`config.mk`:
```
export PLATFORM = sky130hd
export DESIGN_NAME = hdlc_addr_filter
export DESIGN_NICKNAME = d
export VERILOG_FILES = /design/src/rtl/hdlc_af_pkg.sv /design/src/rtl/af_addr_match.sv /design/src/rtl/af_miss_counter.sv /design/src/rtl/af_frame_ctrl.sv /design/src/rtl/hdlc_addr_filter.sv
export SDC_FILE = /design/constraint.sdc
export NUM_CORES = 1
export LEC_CHECK = 0
export BUFFER_PORTS_ARGS = -buffer_cell sky130_fd_sc_hd__buf_2
export CORE_UTILIZATION = 35
export DETAILED_ROUTE_END_ITERATION = 6
export GPL_TIMING_DRIVEN = 1
export SYNTH_ARGS = -nofsm -noshare
export SYNTH_HDL_FRONTEND = slang
export SYNTH_SLANG_ARGS = --single-unit
```
`constraint.sdc`:
```
create_clock -name clk -period 2.6 [get_ports clk]
set_input_delay 0.26 -clock clk [delete_from_list [all_inputs] [get_ports clk]]
set_output_delay 0.26 -clock clk [all_outputs]
set_load 0.005 [all_outputs]
```
`src/rtl/hdlc_af_pkg.sv`:
```
package hdlc_af_pkg;

  localparam int AF_BYTE_W = 8;
  localparam int AF_ADDR_W = 2 * AF_BYTE_W;

  typedef enum logic [1:0] {
    ST_IDLE = 2'd0,   // waiting for a start strobe
    ST_HOLD = 2'd1,   // first address byte captured, waiting for the second
    ST_PASS = 2'd2,   // frame accepted, bytes flow through
    ST_DROP = 2'd3    // frame rejected, bytes swallowed
  } af_state_e;

  // A slot agrees with the address when no enabled bit differs.
  function automatic logic slot_agrees(input logic [AF_ADDR_W-1:0] addr,
                                       input logic [AF_ADDR_W-1:0] slot,
                                       input logic [AF_ADDR_W-1:0] mask);
    return ((addr ^ slot) & mask) == '0;
  endfunction

  // The short address form is chosen by an all-zero upper mask byte.
  function automatic logic mask_is_short(input logic [AF_ADDR_W-1:0] mask);
    return mask[AF_ADDR_W-1:AF_BYTE_W] == '0;
  endfunction

  // Compare value: first byte low, current byte high once both exist.
  function automatic logic [AF_ADDR_W-1:0] build_addr(input logic two_bytes,
                                                      input logic [AF_BYTE_W-1:0] first,
                                                      input logic [AF_BYTE_W-1:0] cur);
    return two_bytes ? {cur, first} : {{AF_BYTE_W{1'b0}}, cur};
  endfunction

endpackage

```
`src/rtl/af_addr_match.sv`:
```
module af_addr_match
  import hdlc_af_pkg::*;
#(
  parameter int NSLOT = 4
) (
  input  logic [AF_ADDR_W-1:0]       addr,
  input  logic [NSLOT*AF_ADDR_W-1:0] slots,
  input  logic [AF_ADDR_W-1:0]       mask,
  output logic [NSLOT-1:0]           slot_hit,
  output logic                       any_hit
);

  for (genvar g = 0; g < NSLOT; g++) begin : g_slot
    assign slot_hit[g] = slot_agrees(addr, slots[g*AF_ADDR_W +: AF_ADDR_W], mask);
  end

  assign any_hit = |slot_hit;

endmodule

```
`src/rtl/af_miss_counter.sv`:
```
module af_miss_counter #(
  parameter int CW = 16
) (
  input  logic          clk,
  input  logic          rst_n,
  input  logic          clr,
  input  logic          inc,
  output logic [CW-1:0] count
);

  localparam logic [CW-1:0] ONE = {{(CW-1){1'b0}}, 1'b1};

  logic at_top;
  assign at_top = &count;

  always_ff @(posedge clk) begin
    if (!rst_n) begin
      count <= '0;
    end else if (clr) begin
      count <= '0;
    end else if (inc && !at_top) begin
      count <= count + ONE;
    end
  end

endmodule

```
`src/rtl/af_frame_ctrl.sv`:
```
module af_frame_ctrl
  import hdlc_af_pkg::*;
(
  input  logic                 clk,
  input  logic                 rst_n,
  input  logic                 in_valid,
  output logic                 in_ready,
  input  logic [AF_BYTE_W-1:0] in_data,
  input  logic                 in_sof,
  input  logic                 in_eof,
  input  logic                 in_err,
  output logic                 out_valid,
  input  logic                 out_ready,
  output logic [AF_BYTE_W-1:0] out_data,
  output logic                 out_sof,
  output logic                 out_eof,
  output logic                 out_err,
  input  logic                 short_mode,
  input  logic                 any_hit,
  output logic [AF_ADDR_W-1:0] cmp_addr,
  output logic                 miss_event,
  output logic                 in_drop,
  output logic                 hold_emit
);

  af_state_e              state_q, state_d;
  logic [AF_BYTE_W-1:0]   hold_q;
  logic                   hold_load;
  logic                   accept;

  assign cmp_addr = build_addr(state_q == ST_HOLD, hold_q, in_data);
  assign in_drop  = (state_q == ST_DROP);

  // Output side and input ready.
  always_comb begin
    out_valid = 1'b0;
    out_data  = in_data;
    out_sof   = in_sof;
    out_eof   = in_eof;
    out_err   = in_err;
    in_ready  = 1'b1;
    hold_emit = 1'b0;
    unique case (state_q)
      ST_IDLE: begin
        if (in_valid && in_sof && short_mode && any_hit) begin
          out_valid = 1'b1;
          in_ready  = out_ready;
        end
      end
      ST_HOLD: begin
        if (in_valid && any_hit) begin
          hold_emit = 1'b1;
          out_valid = 1'b1;
          out_data  = hold_q;
          out_sof   = 1'b1;
          out_eof   = 1'b0;
          out_err   = 1'b0;
          in_ready  = 1'b0;
        end
      end
      ST_PASS: begin
        out_valid = in_valid;
        in_ready  = out_ready;
      end
      default: ;
    endcase
  end

  assign accept = in_valid && in_ready;

  // Frame sequencing and miss detection.
  always_comb begin
    state_d    = state_q;
    miss_event = 1'b0;
    hold_load  = 1'b0;
    unique case (state_q)
      ST_IDLE: begin
        if (accept && in_sof) begin
          if (short_mode) begin
            if (any_hit) begin
              state_d = in_eof ? ST_IDLE : ST_PASS;
            end else if (in_eof) begin
              miss_event = !in_err;
            end else begin
              state_d = ST_DROP;
            end
          end else if (in_eof) begin
            miss_event = !in_err;
          end else begin
            hold_load = 1'b1;
            state_d   = ST_HOLD;
          end
        end
      end
      ST_HOLD: begin
        if (hold_emit) begin
          if (out_ready) state_d = ST_PASS;
        end else if (accept) begin
          if (in_eof) begin
            miss_event = !in_err;
            state_d    = ST_IDLE;
          end else begin
            state_d = ST_DROP;
          end
        end
      end
      ST_PASS: begin
        if (accept && in_eof) state_d = ST_IDLE;
      end
      ST_DROP: begin
        if (accept && in_eof) begin
          miss_event = !in_err;
          state_d    = ST_IDLE;
        end
      end
      default: state_d = ST_IDLE;
    endcase
  end

  always_ff @(posedge clk) begin
    if (!rst_n) begin
      state_q <= ST_IDLE;
      hold_q  <= '0;
    end else begin
      state_q <= state_d;
      if (hold_load) hold_q <= in_data;
    end
  end

endmodule

```
`src/rtl/hdlc_addr_filter.sv`:
```
module hdlc_addr_filter
  import hdlc_af_pkg::*;
#(
  parameter int NSLOT = 4,
  parameter int CW    = 16
) (
  input  logic                       clk,
  input  logic                       rst_n,
  input  logic                       in_valid,
  output logic                       in_ready,
  input  logic [AF_BYTE_W-1:0]       in_data,
  input  logic                       in_sof,
  input  logic                       in_eof,
  input  logic                       in_err,
  output logic                       out_valid,
  input  logic                       out_ready,
  output logic [AF_BYTE_W-1:0]       out_data,
  output logic                       out_sof,
  output logic                       out_eof,
  output logic                       out_err,
  input  logic [NSLOT*AF_ADDR_W-1:0] slot_addrs,
  input  logic [AF_ADDR_W-1:0]       addr_mask,
  input  logic                       miss_clr,
  output logic [CW-1:0]              miss_count
);

  // Named internal events, observed by the bound checker.
  logic                 short_mode;
  logic                 any_hit;
  logic [NSLOT-1:0]     slot_hit;
  logic [AF_ADDR_W-1:0] cmp_addr;
  logic                 miss_event;
  logic                 in_drop;
  logic                 hold_emit;

  assign short_mode = mask_is_short(addr_mask);

  af_addr_match #(.NSLOT(NSLOT)) u_match (
    .addr     (cmp_addr),
    .slots    (slot_addrs),
    .mask     (addr_mask),
    .slot_hit (slot_hit),
    .any_hit  (any_hit)
  );

  af_frame_ctrl u_ctrl (
    .clk        (clk),
    .rst_n      (rst_n),
    .in_valid   (in_valid),
    .in_ready   (in_ready),
    .in_data    (in_data),
    .in_sof     (in_sof),
    .in_eof     (in_eof),
    .in_err     (in_err),
    .out_valid  (out_valid),
    .out_ready  (out_ready),
    .out_data   (out_data),
    .out_sof    (out_sof),
    .out_eof    (out_eof),
    .out_err    (out_err),
    .short_mode (short_mode),
    .any_hit    (any_hit),
    .cmp_addr   (cmp_addr),
    .miss_event (miss_event),
    .in_drop    (in_drop),
    .hold_emit  (hold_emit)
  );

  af_miss_counter #(.CW(CW)) u_miss (
    .clk   (clk),
    .rst_n (rst_n),
    .clr   (miss_clr),
    .inc   (miss_event),
    .count (miss_count)
  );

endmodule

```
### After elaboration in Yosys (flattened, before gate mapping)

Index checks and enable logic that the tools add are counted.

| operators by class | value |
|---|---|
| add/subtract/negate cells | 1 |
| muxes and demuxes | 40 |
| reductions and logical operators | 21 |
| eq/ne operators | 9 |
| bitwise gates (word level) | 9 |

Operators by type and width:

| operator | number |
|---|---|
| AND 16 bit | 4 |
| zero test 16 bit | 4 |
| XOR 16 bit | 4 |
| 2-to-1 mux 1 bit | 22 |
| 2-to-1 mux 2 bit | 11 |
| adder 16 x 1 -> 16 bit (second input constant) | 1 |
| 2-to-1 mux 16 bit | 1 |
| 2-to-1 mux 8 bit | 2 |
| AND reduction 16 bit | 1 |
| != test 3 x 2 -> 1 bit (second input constant) | 3 |
| one-hot mux 1 bit (3 select lines) | 3 |
| logical AND 1 bit | 8 |
| zero test 8 bit | 1 |
| one-hot mux 2 bit (3 select lines) | 1 |
| AND reduction 6 bit | 1 |
| == test 2 bit (second input constant) | 2 |
| != test 2 x 1 -> 1 bit (second input constant) | 2 |
| OR reduction 2 bit | 2 |
| OR reduction 4 bit | 1 |
| != test 3 bit (second input constant) | 1 |
| == test 2 x 1 -> 1 bit (second input constant) | 1 |
| zero test 1 bit | 2 |
| zero test 2 bit | 1 |
| NOT 1 bit | 1 |

| storage, ports and cells | value |
|---|---|
| output and inout port bits | 29 |
| bits of input ports | 96 |
| flip-flop bits (word level) | 26 |
| logic and storage cells | 83 |

### Depth between registers and ports, before layout

Gate-level depths: netlist of run 1.

| depth | value |
|---|---|
| word-level depth | 14 |
| depth in mapped cells | 12 |
| depth with buffers taken out | 9 |

### Cells and area by module

From an unflattened synthesis of run 1, not the netlist that was laid out.

| second synthesis, totals | value |
|---|---|
| cells, all modules | 323 |
| area, all modules | 2581.2 sq um |

Modules (own cells, without submodules):

| module | seq. area each (sq um) | instances | cells each | area each (sq um) |
|---|---|---|---|---|
| af_addr_match | 0.0 | 1 | 109 | 873.3 |
| af_miss_counter | 320.3 | 1 | 96 | 854.6 |
| af_frame_ctrl | 200.2 | 1 | 115 | 834.6 |
| hdlc_addr_filter | 0.0 | 1 | 3 | 18.8 |

### Least setup slack after synthesis of run 1

Ideal clock, no wire load.

| timing path | value |
|---|---|
| path kind | register to output |
| from | register u_ctrl.state_q[0] |
| to | output out_data[0] |
| path slack | -0.199 ns |
| buffers on the path | 3 |
| data required time | 2.340 ns |
| cell stages (with the launch flop) | 13 |
| data arrival time | 2.539 ns |
| path through | dfxtp_1 -> buf_2 -> and3b_1 -> clkbuf_1 -> xor2_1 -> a22o_1 -> a221oi_1 -> nand4_1 -> or2_1 -> nand3_1 -> nand3_1 -> buf_2 -> mux2_2 |

| between the ends | value |
|---|---|
| cells in the longest elaborated chain, start to end | 9 |
| elaborated cells on any way between the ends | 18 |
| those cells by class | eq/ne (1); mux (3); bitwise (8); reduce/logical (6) |

RTL lines:

| item | RTL line | text |
|---|---|---|
| start, declared | af_frame_ctrl.sv:26 | `af_state_e state_q, state_d;` |
| start signal, assigned | af_frame_ctrl.sv:125 | `state_q <= state_d;` |
| == test 2 x 1 -> 1 bit * | af_frame_ctrl.sv:31, af_frame_ctrl.sv:43 |  |
| 2-to-1 mux 16 bit | hdlc_af_pkg.sv:29 | `return two_bytes ? {cur, first} : {{AF_BYTE_W{1'b0}}, cur};` |
| XOR 16 bit | hdlc_af_pkg.sv:17 | `return ((addr ^ slot) & mask) == '0;` |
| AND 16 bit | hdlc_af_pkg.sv:17 |  |
| zero test 16 bit | hdlc_af_pkg.sv:17 |  |
| OR reduction 4 bit | af_addr_match.sv:17 | `assign any_hit = \|slot_hit;` |
| logical AND 1 bit | af_frame_ctrl.sv:51 | `if (in_valid && any_hit) begin` |
| 2-to-1 mux 8 bit | af_frame_ctrl.sv:51 |  |
| 2-to-1 mux 8 bit * | af_frame_ctrl.sv:43 | `unique case (state_q)` |
| end, declared | hdlc_addr_filter.sv:17 | `output logic [AF_BYTE_W-1:0] out_data,` |

Mark *: on every way between the ends. The rest lies on a longest branch, timed or not.

### Worst setup path in the final report of run 1

| timing path | value |
|---|---|
| from | register u_ctrl.state_q[1] |
| to | output out_data[6] |

Same word-level chain as after synthesis.

==> metrics.cfg, run 1 <==
[sta]
skew_ns = 0.00226
finalCritPeriodShare_pct = 118
setup_tns_ns = -10.17
tightest_slew_ns = 0.584
hold_viol_final = 0
slew_viol_final = 0
rsz0062_at_grt = yes
fin_hold_ws_ns = 0.336
relSlewSlack_pct = 61.0
fin_ws_ns = -0.474
clock.fmax_ghz = 0.325
min_period_ns = 3.07
setup_viol_count_final = 31

[setup_path]
rr_startpoint = u_ctrl.state_q[1]
critPathKind = reg2out
crit_arrival_ns = 2.81
worst-path-buf-inv = 3
cp-startpoint = u_ctrl.state_q[1]
endpoint_kind = primary output
slowest_delay_ns = 0.36
cp_slowest_cell = dfxtp_2
required_ns = 2.34
crit_fanout = 8
start_kind = register
path_cells = buf_4, and3b_2, buf_4, xor2_1, a22oi_1, and4_1, nand4_1, o31a_2, nand3_4, nand3_4, mux2_2, buf_2
path_delay_family = simple AND/OR/NAND/NOR gates

[routing]
drtAntennaViolNets = 0
drtIter0Drc = 145
drc = 0
routed_wl_um = 9920
vias = 3270
drt-vias-per-instance = 5.27
dr.pass1.iters = 4
wire_per_inst_um = 16.0

[pwr]
intPower_uw = 805
pwr-share-clk_pct = 22.7
pwr-share-comb_pct = 42.2
ir_worst_vdd_mv = 0.150
p_sw_share_pct = 31.4
p_total_mw = 1.17
sequentialPowerShare_pct = 35.0
p_leak_nw = 1.95
switchingPower_uw = 369
p_per_area_nw_per_um2 = 271

[yosys]
netlist_instances = 338
syn-num-nets = 435
syn_avg_cell_area_um2 = 8.38
synthesis.area_um2 = 2830
yosys_warnings = 0
synth-seq-cells = 26
synth-edff-count = 0
ys_seq_area_share_pct = 18.4
synth_cell_types = 51
ys.flop_type = dfxtp_1
synth-async-reset-ratio_pct = 0

[place]
placed_area_um2 = 3880
gp_congestion = 0.906
port-buffer-count = 124
hpwl_um = 7700

[cells_and_area]
final_core_util_pct = 55.8
regArea_um2 = 526
fillers = 736
final_area_um2 = 4330
final_common_cell = buf_2
syn2layout_area_growth_pct = 53.0
diodes = 0
final_nets = 617
multi_input_area_um2 = 2400
final_cell_mix = buf_2 (122), buf_4 (57), xnor2_1 (41), dfxtp_1 (24)
drive_gt1_share_pct = 48.6

[floorplanning]
fp.dieH_um = 92.0
dieArea_um2 = 8460
num_rows = 32
core_um2 = 7770
boundaryPins = 125
die_x_um = 92.0
initial_core_util_pct = 36.5

[grt]
grt_pass1_wl_um = 15900
antenna_found_initial = 0
grt_util_all_layers_pct = 23.2
grt_pass1_vias = 3239
grt_overflow_total = 0
grt_max_degree = 15

[status]
status = finished with violations
violations = negative setup slack

[clock_tree]
clkTransAtPathRegs_ns = 0.09
htree_levels = 1
cts_tree = done
cts.sinks = 26
cts_buffer_depth = 2
cts_root_buf = clkbuf_8
clkLatencyLatePin_ns = 0.27
cts_made_buffers = 3

[worst_hold_path]
hold_path_startpoint = rst_n
hp-class = in2reg

[run]
drv_cap = 0

## power groups by stage
| stage | clock [mW] | sequential [mW] | combinational, mW |
|---|---|---|---|
| after global placement | 0 | 0.421 | 0.436 |
| after detailed placement | 0 | 0.421 | 0.437 |
| after floorplan | 0 | 0.418 | 0.243 |
| final | 0.267 | 0.411 | 0.496 |
| after CTS | 0.273 | 0.411 | 0.473 |
| after global routing | 0.285 | 0.412 | 0.537 |
## cell usage after synthesis (all sizes together), types with 3 or more instances
| master | instances | share of area, % |
|---|---|---|
| buf | 4 | 1.1 |
| and3b | 5 | 1.5 |
| nand2 | 23 | 3.0 |
| mux2i | 23 | 11 |
| o31ai | 5 | 1.3 |
| a21oi | 11 | 1.9 |
| nor2 | 15 | 2.0 |
| dfxtp | 26 | 18 |
| a31o | 3 | 0.93 |
| a22oi | 23 | 6.1 |
| a22o | 4 | 1.2 |
| and3 | 8 | 1.8 |
| o21ai | 4 | 0.71 |
| and4 | 3 | 0.93 |
| mux2 | 11 | 4.4 |
| xnor2 | 41 | 13 |
| nand3 | 14 | 2.5 |
| nor2b | 10 | 2.2 |
| nor3 | 9 | 1.6 |
| a31oi | 3 | 0.88 |
| and2 | 8 | 1.8 |
| nand3b | 3 | 0.79 |
| xor2 | 20 | 6.2 |
| clkbuf | 13 | 1.8 |
| nor4 | 3 | 0.66 |
| nand4 | 9 | 2.0 |
| inv | 4 | 0.53 |
| nand2b | 11 | 2.7 |
## sequential cells by signal, summed over array words and instances, names as in the netlist
register	flops
u_miss.count	16
u_ctrl.hold_q	8
u_ctrl.state_q	2
## routing by layer
layer	routed length, um	part of all wire, %	up-vias	global-route usage (%)
li1	-	-	1610	-
met1	4360	44	1528	30.1
met2	4890	49	124	41.9
met3	611	6.2	8	2.65
met4	61	0.61	0	3.52
met5	0	0	-	0
## kinds of logic (layout without fill, tap and decap cells)
family | count (synthesis) | count (layout) | synth area share (%)
adders and majority gates | 1 | 1 | 0.442
xor gates and xnor gates | 61 | 61 | 18.9
buffers and inverters | 21 | 201 | 3.36
and+or+nand+nor | 129 | 130 | 25.8
DFF | 26 | 26 | 18.4
muxes | 34 | 34 | 15.7
AOI/OAI and AO/OA | 66 | 66 | 17.5
## path summary, 6_finish.rpt
kind,endpoint,depth (start not counted),slack (ns)
setup reg to reg,u_ctrl.state_q[1],12,-0.35
hold reg to reg,u_miss.count[8],2,0.49
setup / recovery,out_data[6],12,-0.47
hold / removal,u_ctrl.hold_q[6],2,0.34
## metrics by stage
stage | worst slack (ns) | cells
detailed placement | -0.477 | 595
finish | -0.474 | 621
floorplan | 0.00207 | 338
global placement | -0.446 | 595
global route | -0.605 | 621
CTS | -0.448 | 611
## area by class of cell
type                            instances  share of cell area, %
Multi-Input combinational cell        292                   55.3
Timing Repair Buffer                  193                   28.0
Sequential cell                        26                   12.1
Tap cell                              102                   2.95
Clock buffer                            4                   1.27
Inverter                                4                  0.347
## timing repair
action / CTS / global route
gates cloned: 1 / 0
hold buffers: 0 / 0
setup buffers: 11 / 11
endpoints found under the setup margin: 31 / 31
pin swaps: 16 / 7
gates resized for setup: 31 / 13
No activity file was read; power rests on OpenSTA's default activity.
==> run 2: changes to the inputs <==
Settings changed: CELL_PAD_IN_SITES_DETAIL_PLACEMENT from default to 1, CELL_PAD_IN_SITES_GLOBAL_PLACEMENT from default to 1, CORE_UTILIZATION 35 to 31, CTS_CLUSTER_SIZE from default to 10, PLACE_DENSITY_LB_ADDON from default to 0.1.
==> run 2 against run 1 <==
Compared with the run above:
- the flow still finishes with violations (negative setup slack)
- clock power hardly changed
- via count is 0.83% lower
- combinational power grew 3%
- global-route usage is 1.0 points lower
- sequential power hardly changed
- cell count is 1.1% higher
- critical path type unchanged
- highest routed layer unchanged
==> metrics.cfg, run 2 (synthesized netlist as in run 1, its figures left out) <==
[routing]
drtAntennaViolNets = 0
routed_wl_um = 10900
dr.pass1.iters = 4
drtIter0Drc = 65
wire_per_inst_um = 17.3
drt-vias-per-instance = 5.16
drc = 0
vias = 3243

[sta]
min_period_ns = 3.16
finalCritPeriodShare_pct = 122
rsz0062_at_grt = yes
skew_ns = 0.00330
setup_viol_count_final = 31
fin_ws_ns = -0.561
clock.fmax_ghz = 0.316
slew_viol_final = 0
tightest_slew_ns = 0.565
hold_viol_final = 0
relSlewSlack_pct = 62.3

[run]
drv_cap = 0

[setup_path]
worstRegToRegCells = 13
required_ns = 2.34
rr_endpoint = u_ctrl.state_q[0]
endpoint_kind = primary output
start_kind = register
crit_fanout = 5
cp-startpoint = u_ctrl.state_q[1]
crit_path_end = out_data[7]
reg2reg_slack_ns = -0.50
critPathKind = reg2out
rr_startpoint = u_ctrl.state_q[1]
crit_arrival_ns = 2.90

[clock_tree]
cts_tree = done
clkLatencyLatePin_ns = 0.27
cts_buffer_depth = 2
htree_levels = 1
cts-hold-fix-buffers = 0
cts.sinks = 26
clkTransAtPathRegs_ns = 0.09
cts_root_buf = clkbuf_8
cts_made_buffers = 3

[pwr]
pwr-share-clk_pct = 22.4
pwr-share-comb_pct = 43.1
ir_worst_vdd_mv = 0.229
intPower_uw = 813
p_leak_nw = 1.99
p_per_area_nw_per_um2 = 273
sequentialPowerShare_pct = 34.5
p_sw_share_pct = 31.8
switchingPower_uw = 378

[place]
gp_congestion = 0.870
hpwl_um = 8910
placed_area_um2 = 3980
dp.cells = 607
place_ws_ns = -0.437
port-buffer-count = 124

[status]
status = finished with violations
violations = negative setup slack

[cells_and_area]
diodes = 0
final_nets = 618
final_common_cell = buf_2
drive_gt1_share_pct = 47.5
top_register = u_miss.count
syn2layout_area_growth_pct = 54.1
reg_top3 = u_miss.count x16, u_ctrl.hold_q x8, u_ctrl.state_q x2
final_area_um2 = 4360
largest_register_ffs = 16
final_cells = 628
final_cell_mix = buf_2 (119), buf_4 (56), xnor2_1 (41), dfxtp_1 (24)
fillers = 1078

[grt]
grt_util_all_layers_pct = 22.2
grt_pass1_vias = 3353
met2_usage_pct = 41.0
grtUsageMet1_pct = 28.1
antenna_found_initial = 0
grt_max_degree = 15
grt.met3_usage_pct = 2.52
grt_pass1_wl_um = 17100
grt_overflow_total = 0
grt_busiest_layer = met2

[floorplanning]
fp.dieH_um = 97.6
die_x_um = 97.6
num_rows = 34
boundaryPins = 125
core_um2 = 8760
initial_core_util_pct = 32.3
dieArea_um2 = 9520

[worst_hold_path]
hp-class = in2reg

-- run 2: worst min-delay path by stage --
stage / from / end / slack (ns) / depth (start not counted)
3_3_place_gp: u_miss.count[8] / u_miss.count[8] / 0.47 / 2
2_1_floorplan: in_data[0] / u_ctrl.hold_q[0] / 0.43 / 2
6_report: rst_n / u_ctrl.hold_q[3] / 0.34 / 2
3_5_place_dp: u_miss.count[8] / u_miss.count[8] / 0.48 / 2
5_1_grt: rst_n / u_ctrl.hold_q[3] / 0.35 / 2
4_1_cts: rst_n / u_ctrl.hold_q[3] / 0.34 / 2
-- run 2: cell type report --
type / instances / area (um^2) / share of cell area [%]
inverters: 4 / 15.0 / 0.344
flip-flops and latches: 26 / 526 / 12.0
repair buffers: 195 / 1290 / 29.6
multi-input cells: 291 / 2340 / 53.6
well taps: 108 / 135 / 3.10
clock buffers: 4 / 55.1 / 1.26
-- run 2: metal layers --
| layer | wire length [um] | vias up |
|---|---|---|
| met5 | 0 | - |
| met4 | 45 | 0 |
| met3 | 543 | 4 |
| met2 | 5480 | 89 |
| met1 | 4800 | 1540 |
| li1 | - | 1610 |
-- run 2: critical path, cell delays in order, from the launching register on --
cell and delay [ns]:
dfxtp_2 0.34, nand2b_4 0.16, buf_12 0.15, mux2i_4 0.33
buf_4 0.17, xnor2_1 0.06, a22oi_1 0.17, nand4_1 0.17
or2_4 0.28, nand3_2 0.09, nand3_2 0.12, buf_6 0.16
mux2_4 0.31, buf_6 0.12
-- run 2: repair_timing --
action | CTS | global route
gates resized for setup | 25 | 12
endpoints found under the setup margin | 31 | 31
pin swaps | 17 | 9
buffers inserted | 10 | 7
-- run 2: power groups by stage --
stage                     Combinational, mW  Clock (mW)  Sequential, mW
after floorplan                       0.243           0           0.418
after global placement                0.457           0           0.419
after detailed placement              0.467           0           0.420
after CTS                             0.498       0.277           0.411
after global routing                  0.554       0.295           0.411
final                                 0.513       0.267           0.410
-- run 2: stage by stage --
stage                     utilization, %  power, mW  hold WS [ns]  setup TNS (ns)
final                               49.8       1.19         0.343          -13.18
after global routing                49.8       1.26         0.349          -16.87
after CTS                           48.5       1.19         0.341          -10.52
after detailed placement            45.5      0.886         0.483          -10.47
after global placement              45.5      0.877         0.470          -10.29
after floorplan                        -      0.661         0.430               0
